==> src/rtl/mii_csma_tx_pkg.sv <==
package mii_csma_tx_pkg;
  typedef enum logic [2:0] {
    ST_IDLE, ST_DEFER, ST_PRE, ST_DATA, ST_PAD, ST_FCS, ST_JAM, ST_BACKOFF
  } tx_state_e;

  localparam logic [3:0]  PRE_NIB  = 4'h5;
  localparam logic [3:0]  SFD_NIB  = 4'hD;
  localparam logic [3:0]  JAM_NIB  = 4'hA;
  localparam int unsigned PRE_NIBS = 16;
  localparam int unsigned FCS_NIBS = 8;
  localparam logic [31:0] CRC_POLY = 32'hEDB88320;
endpackage

==> src/rtl/mii_csma_tx_crc.sv <==
module mii_csma_tx_crc
  import mii_csma_tx_pkg::*;
(
  input  logic [31:0] crc_i,
  input  logic [3:0]  nib_i,
  output logic [31:0] crc_o
);
  logic [31:0] c;

  // reflected CRC-32, one nibble per call, lsb first
  always_comb begin
    c = crc_i;
    for (int i = 0; i < 4; i++) begin
      c = (c[0] ^ nib_i[i]) ? ((c >> 1) ^ CRC_POLY) : (c >> 1);
    end
    crc_o = c;
  end
endmodule

==> src/rtl/mii_csma_tx_lfsr.sv <==
module mii_csma_tx_lfsr #(
  parameter int unsigned W     = 16,
  parameter int unsigned OUT_W = 10,
  parameter logic [W-1:0] TAPS = 16'hB400,
  parameter logic [W-1:0] SEED = 16'hACE1
) (
  input  logic             clk_i,
  input  logic             rst_ni,
  output logic [OUT_W-1:0] rnd_o
);
  logic [W-1:0] q;

  always_ff @(posedge clk_i or negedge rst_ni) begin
    if (!rst_ni) q <= SEED;
    else         q <= (q >> 1) ^ (q[0] ? TAPS : '0);
  end

  assign rnd_o = q[OUT_W-1:0];
endmodule

==> src/rtl/mii_csma_tx.sv <==
module mii_csma_tx
  import mii_csma_tx_pkg::*;
#(
  parameter int unsigned ADDR_W        = 11,
  parameter int unsigned MIN_LEN       = 60,
  parameter int unsigned IFG_CYC       = 24,
  parameter int unsigned SLOT_CYC      = 128,
  parameter int unsigned JAM_CYC       = 8,
  parameter int unsigned MAX_ATTEMPTS  = 16,
  parameter int unsigned BACKOFF_LIMIT = 10
) (
  input  logic              clk_i,
  input  logic              rst_ni,
  input  logic              start_i,
  input  logic              full_dup_i,
  input  logic              pad_en_i,
  input  logic              fcs_en_i,
  output logic [ADDR_W-1:0] byte_addr_o,
  input  logic [7:0]        byte_i,
  input  logic              byte_last_i,
  input  logic              crs_i,
  input  logic              col_i,
  output logic [3:0]        txd_o,
  output logic              tx_en_o,
  output logic              done_o,
  output logic              abort_o
);
  localparam int unsigned M1      = (IFG_CYC > SLOT_CYC) ? IFG_CYC : SLOT_CYC;
  localparam int unsigned M2      = (M1 > JAM_CYC) ? M1 : JAM_CYC;
  localparam int unsigned CNT_MAX = (M2 > PRE_NIBS) ? M2 : PRE_NIBS;
  localparam int unsigned CNT_W   = $clog2(CNT_MAX + 1);
  localparam int unsigned ATT_W   = $clog2(MAX_ATTEMPTS + 1);
  localparam int unsigned BO_W    = BACKOFF_LIMIT;

  localparam logic [CNT_W-1:0]  IFG_LAST  = CNT_W'(IFG_CYC - 1);
  localparam logic [CNT_W-1:0]  SLOT_LAST = CNT_W'(SLOT_CYC - 1);
  localparam logic [CNT_W-1:0]  JAM_LAST  = CNT_W'(JAM_CYC - 1);
  localparam logic [CNT_W-1:0]  PRE_LAST  = CNT_W'(PRE_NIBS - 1);
  localparam logic [CNT_W-1:0]  FCS_LAST  = CNT_W'(FCS_NIBS - 1);
  localparam logic [ATT_W-1:0]  ATT_LAST  = ATT_W'(MAX_ATTEMPTS - 1);
  localparam logic [ADDR_W:0]   MIN_LEN_W = (ADDR_W + 1)'(MIN_LEN);
  localparam logic [ADDR_W-1:0] PAD_LAST  = ADDR_W'(MIN_LEN - 1);

  tx_state_e          state_q, state_d;
  logic [CNT_W-1:0]   cnt_q, cnt_d;
  logic               nib_q, nib_d;
  logic [ADDR_W-1:0]  byte_cnt_q, byte_cnt_d;
  logic [31:0]        crc_q, crc_d, crc_upd;
  logic [ATT_W-1:0]   att_q, att_d;
  logic [BO_W-1:0]    bo_q, bo_d;
  logic               done_q, done_d, abort_q, abort_d;

  logic               half, col_hit, short_after;
  logic [3:0]         nib_out;
  logic [ATT_W-1:0]   n_coll;
  logic [BO_W:0]      bo_span;
  logic [BO_W-1:0]    bo_mask, rnd;

  mii_csma_tx_crc u_crc (.crc_i(crc_q), .nib_i(nib_out), .crc_o(crc_upd));

  mii_csma_tx_lfsr #(.OUT_W(BO_W)) u_lfsr (.clk_i(clk_i), .rst_ni(rst_ni), .rnd_o(rnd));

  assign half        = !full_dup_i;
  assign col_hit     = half && col_i &&
                       (state_q inside {ST_PRE, ST_DATA, ST_PAD, ST_FCS});
  assign short_after = ({1'b0, byte_cnt_q} + 1'b1) < MIN_LEN_W;
  assign n_coll      = att_q + 1'b1;
  assign bo_span     = (n_coll >= ATT_W'(BO_W)) ? {1'b1, {BO_W{1'b0}}}
                                                : ((BO_W + 1)'(1) << n_coll);
  assign bo_mask     = BO_W'(bo_span - 1'b1);

  always_comb begin
    unique case (state_q)
      ST_PRE:  nib_out = (cnt_q == PRE_LAST) ? SFD_NIB : PRE_NIB;
      ST_DATA: nib_out = nib_q ? byte_i[7:4] : byte_i[3:0];
      ST_FCS:  nib_out = ~crc_q[3:0];
      ST_JAM:  nib_out = JAM_NIB;
      default: nib_out = 4'h0;
    endcase
  end

  always_comb begin
    state_d    = state_q;
    cnt_d      = cnt_q;
    nib_d      = nib_q;
    byte_cnt_d = byte_cnt_q;
    crc_d      = crc_q;
    att_d      = att_q;
    bo_d       = bo_q;
    done_d     = 1'b0;
    abort_d    = 1'b0;
    if (col_hit) begin
      state_d = ST_JAM;
      cnt_d   = '0;
    end else begin
      unique case (state_q)
        ST_IDLE: if (start_i) begin
          state_d = ST_DEFER;
          cnt_d   = '0;
          att_d   = '0;
        end
        ST_DEFER: begin
          crc_d = '1;
          if (half && crs_i) cnt_d = '0;
          else if (cnt_q == IFG_LAST) begin
            state_d = ST_PRE;
            cnt_d   = '0;
          end else cnt_d = cnt_q + 1'b1;
        end
        ST_PRE: if (cnt_q == PRE_LAST) begin
          state_d    = ST_DATA;
          nib_d      = 1'b0;
          byte_cnt_d = '0;
        end else cnt_d = cnt_q + 1'b1;
        ST_DATA, ST_PAD: begin
          crc_d = crc_upd;
          nib_d = ~nib_q;
          if (nib_q) begin
            byte_cnt_d = byte_cnt_q + 1'b1;
            if ((state_q == ST_DATA) && byte_last_i && pad_en_i && short_after) begin
              state_d = ST_PAD;
            end else if ((state_q == ST_DATA) ? byte_last_i : (byte_cnt_q == PAD_LAST)) begin
              cnt_d = '0;
              if (fcs_en_i) state_d = ST_FCS;
              else begin
                state_d = ST_IDLE;
                done_d  = 1'b1;
              end
            end
          end
        end
        ST_FCS: begin
          crc_d = {4'hF, crc_q[31:4]};
          if (cnt_q == FCS_LAST) begin
            state_d = ST_IDLE;
            done_d  = 1'b1;
          end else cnt_d = cnt_q + 1'b1;
        end
        ST_JAM: if (cnt_q == JAM_LAST) begin
          cnt_d = '0;
          att_d = n_coll;
          if (att_q == ATT_LAST) begin
            state_d = ST_IDLE;
            abort_d = 1'b1;
          end else begin
            state_d = ST_BACKOFF;
            bo_d    = rnd & bo_mask;
          end
        end else cnt_d = cnt_q + 1'b1;
        ST_BACKOFF: begin
          if (bo_q == '0) begin
            state_d = ST_DEFER;
            cnt_d   = '0;
          end else if (cnt_q == SLOT_LAST) begin
            cnt_d = '0;
            bo_d  = bo_q - 1'b1;
          end else cnt_d = cnt_q + 1'b1;
        end
        default: state_d = ST_IDLE;
      endcase
    end
  end

  always_ff @(posedge clk_i or negedge rst_ni) begin
    if (!rst_ni) begin
      state_q    <= ST_IDLE;
      cnt_q      <= '0;
      nib_q      <= 1'b0;
      byte_cnt_q <= '0;
      crc_q      <= '1;
      att_q      <= '0;
      bo_q       <= '0;
      done_q     <= 1'b0;
      abort_q    <= 1'b0;
    end else begin
      state_q    <= state_d;
      cnt_q      <= cnt_d;
      nib_q      <= nib_d;
      byte_cnt_q <= byte_cnt_d;
      crc_q      <= crc_d;
      att_q      <= att_d;
      bo_q       <= bo_d;
      done_q     <= done_d;
      abort_q    <= abort_d;
    end
  end

  assign byte_addr_o = byte_cnt_q;
  assign txd_o       = nib_out;
  assign tx_en_o     = state_q inside {ST_PRE, ST_DATA, ST_PAD, ST_FCS, ST_JAM};
  assign done_o      = done_q;
  assign abort_o     = abort_q;
endmodule

==> config.mk <==
export PLATFORM = sky130hd
export DESIGN_NAME = mii_csma_tx
export DESIGN_NICKNAME = d
export VERILOG_FILES = /design/src/rtl/mii_csma_tx_pkg.sv /design/src/rtl/mii_csma_tx_crc.sv /design/src/rtl/mii_csma_tx_lfsr.sv /design/src/rtl/mii_csma_tx.sv
export SDC_FILE = /design/constraint.sdc
export NUM_CORES = 1
export LEC_CHECK = 0
export ABC_AREA = 1
export CORE_ASPECT_RATIO = 1.2
export CORE_UTILIZATION = 55
export DETAILED_ROUTE_END_ITERATION = 10
export PLACE_DENSITY = 0.8
export SLEW_MARGIN = 10
export SYNTH_ARGS = -nofsm -noshare
export SYNTH_HDL_FRONTEND = slang
export SYNTH_SLANG_ARGS = --single-unit
==> constraint.sdc <==
create_clock -name clk_i -period 2.85 [get_ports clk_i]
set_input_delay 0.57 -clock clk_i [delete_from_list [all_inputs] [get_ports clk_i]]
set_output_delay 0.57 -clock clk_i [all_outputs]
set_load 0.005 [all_outputs]
==> impl_metrics.csv, run 1 <==
group,metric,value,unit
run_status,status,"complete, no violations",
worst_setup_path,path_class,"reg -> out",
min_path,min_path_type,"in -> async",
yosys,synth-main-ff-cell,"dfrtp_1",
job,maxCapViolations,0,
placement,dp.cells,953,
sta,layout_worst_path_cycle_share,96.3,%
cells_and_area,nets,865,
route,drt_iter0_drc,490,
clock_network,htreeDepth,3,
floorplanning,start_util,57.0,%
sta,fin_crit,2750,ps
route,drc,0,
worst_setup_path,critical_path.startpoint_type,"register",
route,first_pass_iters,5,
cells_and_area,stdcell_count,969,
placement,portBuffers,34,
sta,fin_setup_tns,0,ps
worst_setup_path,end_kind,"output pin",
worst_setup_path,r2r-end,"bo_q[6]",
pwr,power_density,387,nW/um^2
yosys,synth_edf_count,0,
sta,clock_skew,6.60,ps
sta,setup_viol_count_final,0,
clock_network,numClockSinks,88,
floorplanning,die_area,10800,sq um
cells_and_area,diodes,0,
floorplanning,die_h,114,um
pwr,finalPower,2.52,mW
clock_network,clock_latency,350,ps
route,viasPerCell,5.73,
pwr,p_leak,3.26,nW
placement,hpwl,10.6,mm
grt,grt_first_pass_wirelength,24.5,mm
cells_and_area,areaGrowthSynthToFinish,13.5,%
grt,grt_start_max_net_pins,62,
worst_setup_path,worstPathMaxFanout,4,
yosys,ys_warn_count,0,
placement,gp_congestion,0.931,
grt,antenna_found_initial,0,
worst_setup_path,required,2280,ps
yosys,syn_area,5740,sq um
route,postRouteAntennaNets,0,
worst_setup_path,ff2ff_path_depth,14,
floorplanning,coreArea,10100,sq um
worst_setup_path,ff2ff_setup_slack,360,ps
floorplanning,row_count,40,
sta,tightest_slew,763,ps
worst_setup_path,reg2reg_from,"att_q[0]",
grt,grt_use_total,29.1,%
sta,max_freq,0.364,GHz
yosys,synthCells,801,
floorplanning,die_x,95.2,um
cells_and_area,drive_gt1_share,13.0,%
yosys,synth_cell_types,42,
yosys,async_flop_share,100,%
clock_network,holdBufCountCts,0,
yosys,ys_top_cells_by_area,"dfrtp_1, dfstp_2, nand2_1",
sta,finalMaxSlewViolations,0,
clock_network,clockRootBuffer,"clkbuf_16",
clock_network,clock_path_buffers,2,
route,routed_wl,14.8,mm
clock_network,cts_inserted_buffers,9,
route,vias,5554,
sta,rsz0062_at_grt,"false",
yosys,yosysTopAreaCell,"dfrtp_1",
yosys,synth-seq-area-share,39.2,%
route,wl_per_cell,15.2,um
grt,gr-total-overflow,0,
yosys,avgSynthCellArea,7.16,sq um
sta,hold_violations,0,
grt,grt_pass1_vias,5322,
clock_network,clk_pin_slew,70,ps
pwr,vdd_drop_max,256,uV
floorplanning,ios,35,
sta,slew_headroom,49.1,%
sta,hold_slack,307,ps
yosys,syn_nets,828,
yosys,synth_top_area_share,20.9,%
yosys,ys_ff_latch,88,
worst_setup_path,worstPathArrival,2180,ps
clock_network,tritoncts,"built",
power by group:
group,internal (mW),switching (mW),total [mW]
Combinational,0.0223,0.0316,0.0539
Clock,0.689,0.526,1.21
Sequential,1.25,0,1.25
Total,1.96,0.557,2.52
critical path, stage by stage (launching register included):
cell and delay, ps:
dfrtp_1 400, ha_1 240, nand3_1 190, nor2_2 210
nand2_1 150, nand3_2 130, clkdlybuf4s50_1 510
cell usage in the layout, fill, tap and decap left out, drive strengths merged, types with 18 or more instances in the layout:
master / Yosys / layout
nand2: 203 / 203
inv: 115 / 118
nor2: 89 / 89
nand3: 79 / 79
a21oi: 52 / 52
dfrtp: 48 / 48
o21ai: 47 / 47
dfstp: 40 / 40
clkdlybuf4s50: 0 / 33
xor2: 18 / 18
layer usage:
layer  wire [um]  vias to the layer above  global-route usage [%]
met5           0                        -                       0
met4         507                        0                    13.9
met3         798                       46                    5.00
met2        7420                      217                    50.2
met1        6050                     2603                    34.4
li1            -                     2688                       -
layout make-up:
cell class	instances	area, sq um
multi-input cells	582	2970
repair buffers	42	398
well taps	126	158
fillers	850	3550
clock buffers	9	225
flip-flops and latches	88	2250
clock inverters	7	77.6
inverters	115	432
logic make-up after synthesis:
family                   share of synthesized area (%)
adder cells (fa/ha/maj)                           2.18
AND/OR/NAND/NOR                                   32.8
buffers and inverters                             9.07
AO/OA/AOI/OAI                                     13.0
flip-flops                                        39.2
XOR/XNOR                                          3.64
through the flow:
| stage | setup slack, ps | util [%] | cell area, sq um |
|---|---|---|---|
| after floorplan | 752 | - | 5740 |
| after global placement | 336 | 61.7 | 6200 |
| after detailed placement | 329 | 61.7 | 6200 |
| after CTS | 91.0 | 64.7 | 6510 |
| after global routing | 0.105 | 64.7 | 6510 |
| final | 104 | 64.7 | 6510 |
what timing repair did:
action,CTS,global route
gates resized for setup,1,1
setup endpoints to repair,2,1
setup buffers,0,0
cell usage after synthesis, types with 2 or more instances:
cell type	instances
buf_2	2
nor3_1	16
o21ai_1	5
o2111ai_1	2
or2_2	5
o211ai_1	7
nor2_4	2
nand2_1	191
a31oi_1	4
xnor2_1	5
nor4_1	2
nand3_2	4
nand3_4	2
nand3b_1	6
inv_2	10
dfstp_2	40
a21oi_1	50
xor2_1	17
nand3_1	73
nand4_1	13
nand2_4	4
buf_4	5
clkbuf_1	7
o31ai_1	4
nand2_2	8
nor2_2	3
dfrtp_1	48
inv_1	105
nor2_1	84
o21ai_0	41
o22ai_1	16
ha_1	10
sequential cells by signal, indices dropped and copies added (netlist names):
name / count
byte_addr_o: 11
u_lfsr.q: 16
bo_q: 10
abort_o: 1
done_o: 1
cnt_q: 8
nib_q: 1
state_q: 3
att_q: 5
crc_q: 32
how the worst max path moves through the flow:
stage,end,start,cells past startpoint
4_1_cts,txd_o[3],cnt_q[0],6
5_1_grt,txd_o[1],state_q[2],5
2_1_floorplan,bo_q[4],att_q[0],12
3_5_place_dp,txd_o[1],state_q[2],5
3_3_place_gp,txd_o[1],state_q[2],5
6_report,txd_o[3],cnt_q[0],6
Power figures use the tool's default switching activity.
==> run 2, diff against run 1 <==
--- a/config.mk
+++ b/config.mk
@@ -6,10 +6,12 @@
 export NUM_CORES = 1
 export LEC_CHECK = 0
 export ABC_AREA = 1
+export CAP_MARGIN = 20
 export CORE_ASPECT_RATIO = 1.2
-export CORE_UTILIZATION = 55
+export CORE_UTILIZATION = 30
+export CTS_BUF_LIST = sky130_fd_sc_hd__clkbuf_2 sky130_fd_sc_hd__clkbuf_4 sky130_fd_sc_hd__clkbuf_8
 export DETAILED_ROUTE_END_ITERATION = 10
-export PLACE_DENSITY = 0.8
+export PLACE_DENSITY = 0.51
 export SLEW_MARGIN = 10
 export SYNTH_ARGS = -nofsm -noshare
 export SYNTH_HDL_FRONTEND = slang
==> impl_metrics.csv, run 2 (synthesis gave the netlist of run 1 again) <==
group,metric,value,unit
run_status,status,"complete, no violations",
sta,fin_setup_tns,0,ps
floorplanning,coreArea,18800,sq um
pwr,swShare,24.2,%
clock_network,htreeDepth,3,
worst_setup_path,path_class,"reg -> out",
cells_and_area,nets,871,
worst_setup_path,required,2280,ps
route,postRouteAntennaNets,0,
clock_network,clock_path_buffers,2,
floorplanning,die_h,154,um
grt,grt_first_pass_wirelength,27.1,mm
route,wl_per_cell,14.8,um
clock_network,clk_pin_slew,110,ps
floorplanning,row_count,55,
route,first_pass_iters,5,
placement,portBuffers,34,
sta,rsz0062_at_grt,"false",
sta,max_freq,0.365,GHz
cells_and_area,largest_reg_flops,32,
clock_network,holdBufCountCts,0,
job,maxCapViolations,0,
floorplanning,die_area,19700,sq um
cells_and_area,largest_register,"crc_q",
cells_and_area,areaGrowthSynthToFinish,15.4,%
worst_setup_path,critical_path.startpoint_type,"register",
pwr,power_density,326,nW/um^2
clock_network,clockRootBuffer,"clkbuf_8",
worst_setup_path,reg2reg_from,"att_q[0]",
pwr,vdd_drop_max,236,uV
grt,grt_pass1_vias,5272,
route,vias,5275,
sta,tightest_slew,570,ps
clock_network,clock_latency,390,ps
clock_network,numClockSinks,88,
cells_and_area,drive_gt1_share,14.0,%
sta,fin_crit,2740,ps
floorplanning,start_util,30.5,%
pwr,p_leak,3.23,nW
sta,finalMaxSlewViolations,0,
worst_setup_path,ff2ff_setup_slack,360,ps
worst_setup_path,worstPathMaxFanout,8,
sta,setup_ws,111,ps
pwr,power_frac_comb,2.6,%
min_path,min_path_type,"in -> async",
cells_and_area,final_cell_mix,"nand2_1, inv_1, nor2_1",
sta,setup_viol_count_final,0,
worst_setup_path,end_kind,"output pin",
grt,gr-total-overflow,0,
pwr,power_frac_clock,39.5,%
placement,gp_congestion,0.876,
grt,grt_use_total,17.7,%
cells_and_area,diodes,0,
clock_network,tritoncts,"built",
route,routed_wl,16.3,mm
route,viasPerCell,4.77,
placement,place_ws,251,ps
route,drt_iter0_drc,302,
worst_setup_path,worstPathArrival,2170,ps
pwr,netSwitchingPower,0.523,mW
sta,slew_headroom,62.0,%
grt,grt_start_max_net_pins,49,
grt,antenna_found_initial,0,
worst_setup_path,r2r-end,"bo_q[6]",
placement,hpwl,12.2,mm
route,drc,0,
pwr,seq_power_share,57.9,%
sta,hold_violations,0,
clock_network,cts_inserted_buffers,9,
sta,clock_skew,20.5,ps
floorplanning,ios,35,
sta,layout_worst_path_cycle_share,96.1,%
floorplanning,die_x,128,um
worst_setup_path,ff2ff_path_depth,13,
cells_and_area,final_common_cell,"nand2_1",
pwr,p_int,1.64,mW
==> run 2: worst max-delay path, cell delays in order, from the launching register on <==
cell	delay, ps
dfrtp_2	460
buf_4	190
nor2_4	150
nand2_4	110
inv_2	90
nand2_1	130
nand3_2	140
clkdlybuf4s50_1	520
==> run 2: layer usage <==
| metal | track usage [%] | wire [um] | vias up |
|---|---|---|---|
| met5 | 0 | 0 | - |
| li1 | - | - | 2693 |
| met3 | 2.75 | 419 | 16 |
| met1 | 21.5 | 7270 | 2494 |
| met2 | 31.8 | 8420 | 72 |
| met4 | 4.99 | 239 | 0 |
==> run 2: through the flow <==
step / hold WS, ps / util [%] / std cells / cell area [sq um] / power [mW]
after floorplan: 274 / - / 801 / 5740 / 1.28
after global placement: 336 / 34.2 / 1088 / 6420 / 1.33
after detailed placement: 349 / 34.2 / 1088 / 6420 / 1.33
after CTS: 171 / 35.1 / 1104 / 6600 / 2.21
after global routing: 200 / 35.3 / 1105 / 6620 / 2.26
final: 174 / 35.3 / 1105 / 6620 / 2.16
==> run 2: layout make-up <==
| cell class | instances | area [sq um] |
|---|---|---|
| Clock buffer | 12 | 153 |
| Clock inverter | 4 | 30.0 |
| Fill cell | 2028 | 12200 |
| Inverter | 115 | 432 |
| Multi-Input combinational cell | 582 | 2980 |
| Sequential cell | 88 | 2250 |
| Tap cell | 256 | 320 |
| Timing Repair Buffer | 48 | 455 |
==> run 2: how the worst max path moves through the flow <==
stage               startpoint        to  slack [ps]
floorplan             att_q[0]   bo_q[4]         750
global placement     byte_i[6]  crc_q[4]         220
detailed placement    att_q[0]   bo_q[4]         250
CTS                   cnt_q[0]  txd_o[3]           3
global route          cnt_q[1]  txd_o[3]          10
finish              state_q[2]  txd_o[3]         110
==> run 2: repair_timing <==
action | CTS | global route
resized for setup | 0 | 6
setup endpoints to repair | 0 | 6
setup buffers | 0 | 1
hold endpoints to repair | 0 | 0
==> run 2: power groups by stage <==
| stage | Clock (mW) | Combinational, mW | Sequential [mW] |
|---|---|---|---|
| CTS | 0.901 | 0.0603 | 1.25 |
| finish | 0.854 | 0.0572 | 1.25 |
| global route | 0.944 | 0.0659 | 1.25 |
| detailed placement | 0 | 0.0601 | 1.27 |
| floorplan | 0 | 0.00442 | 1.27 |
| global placement | 0 | 0.0602 | 1.27 |
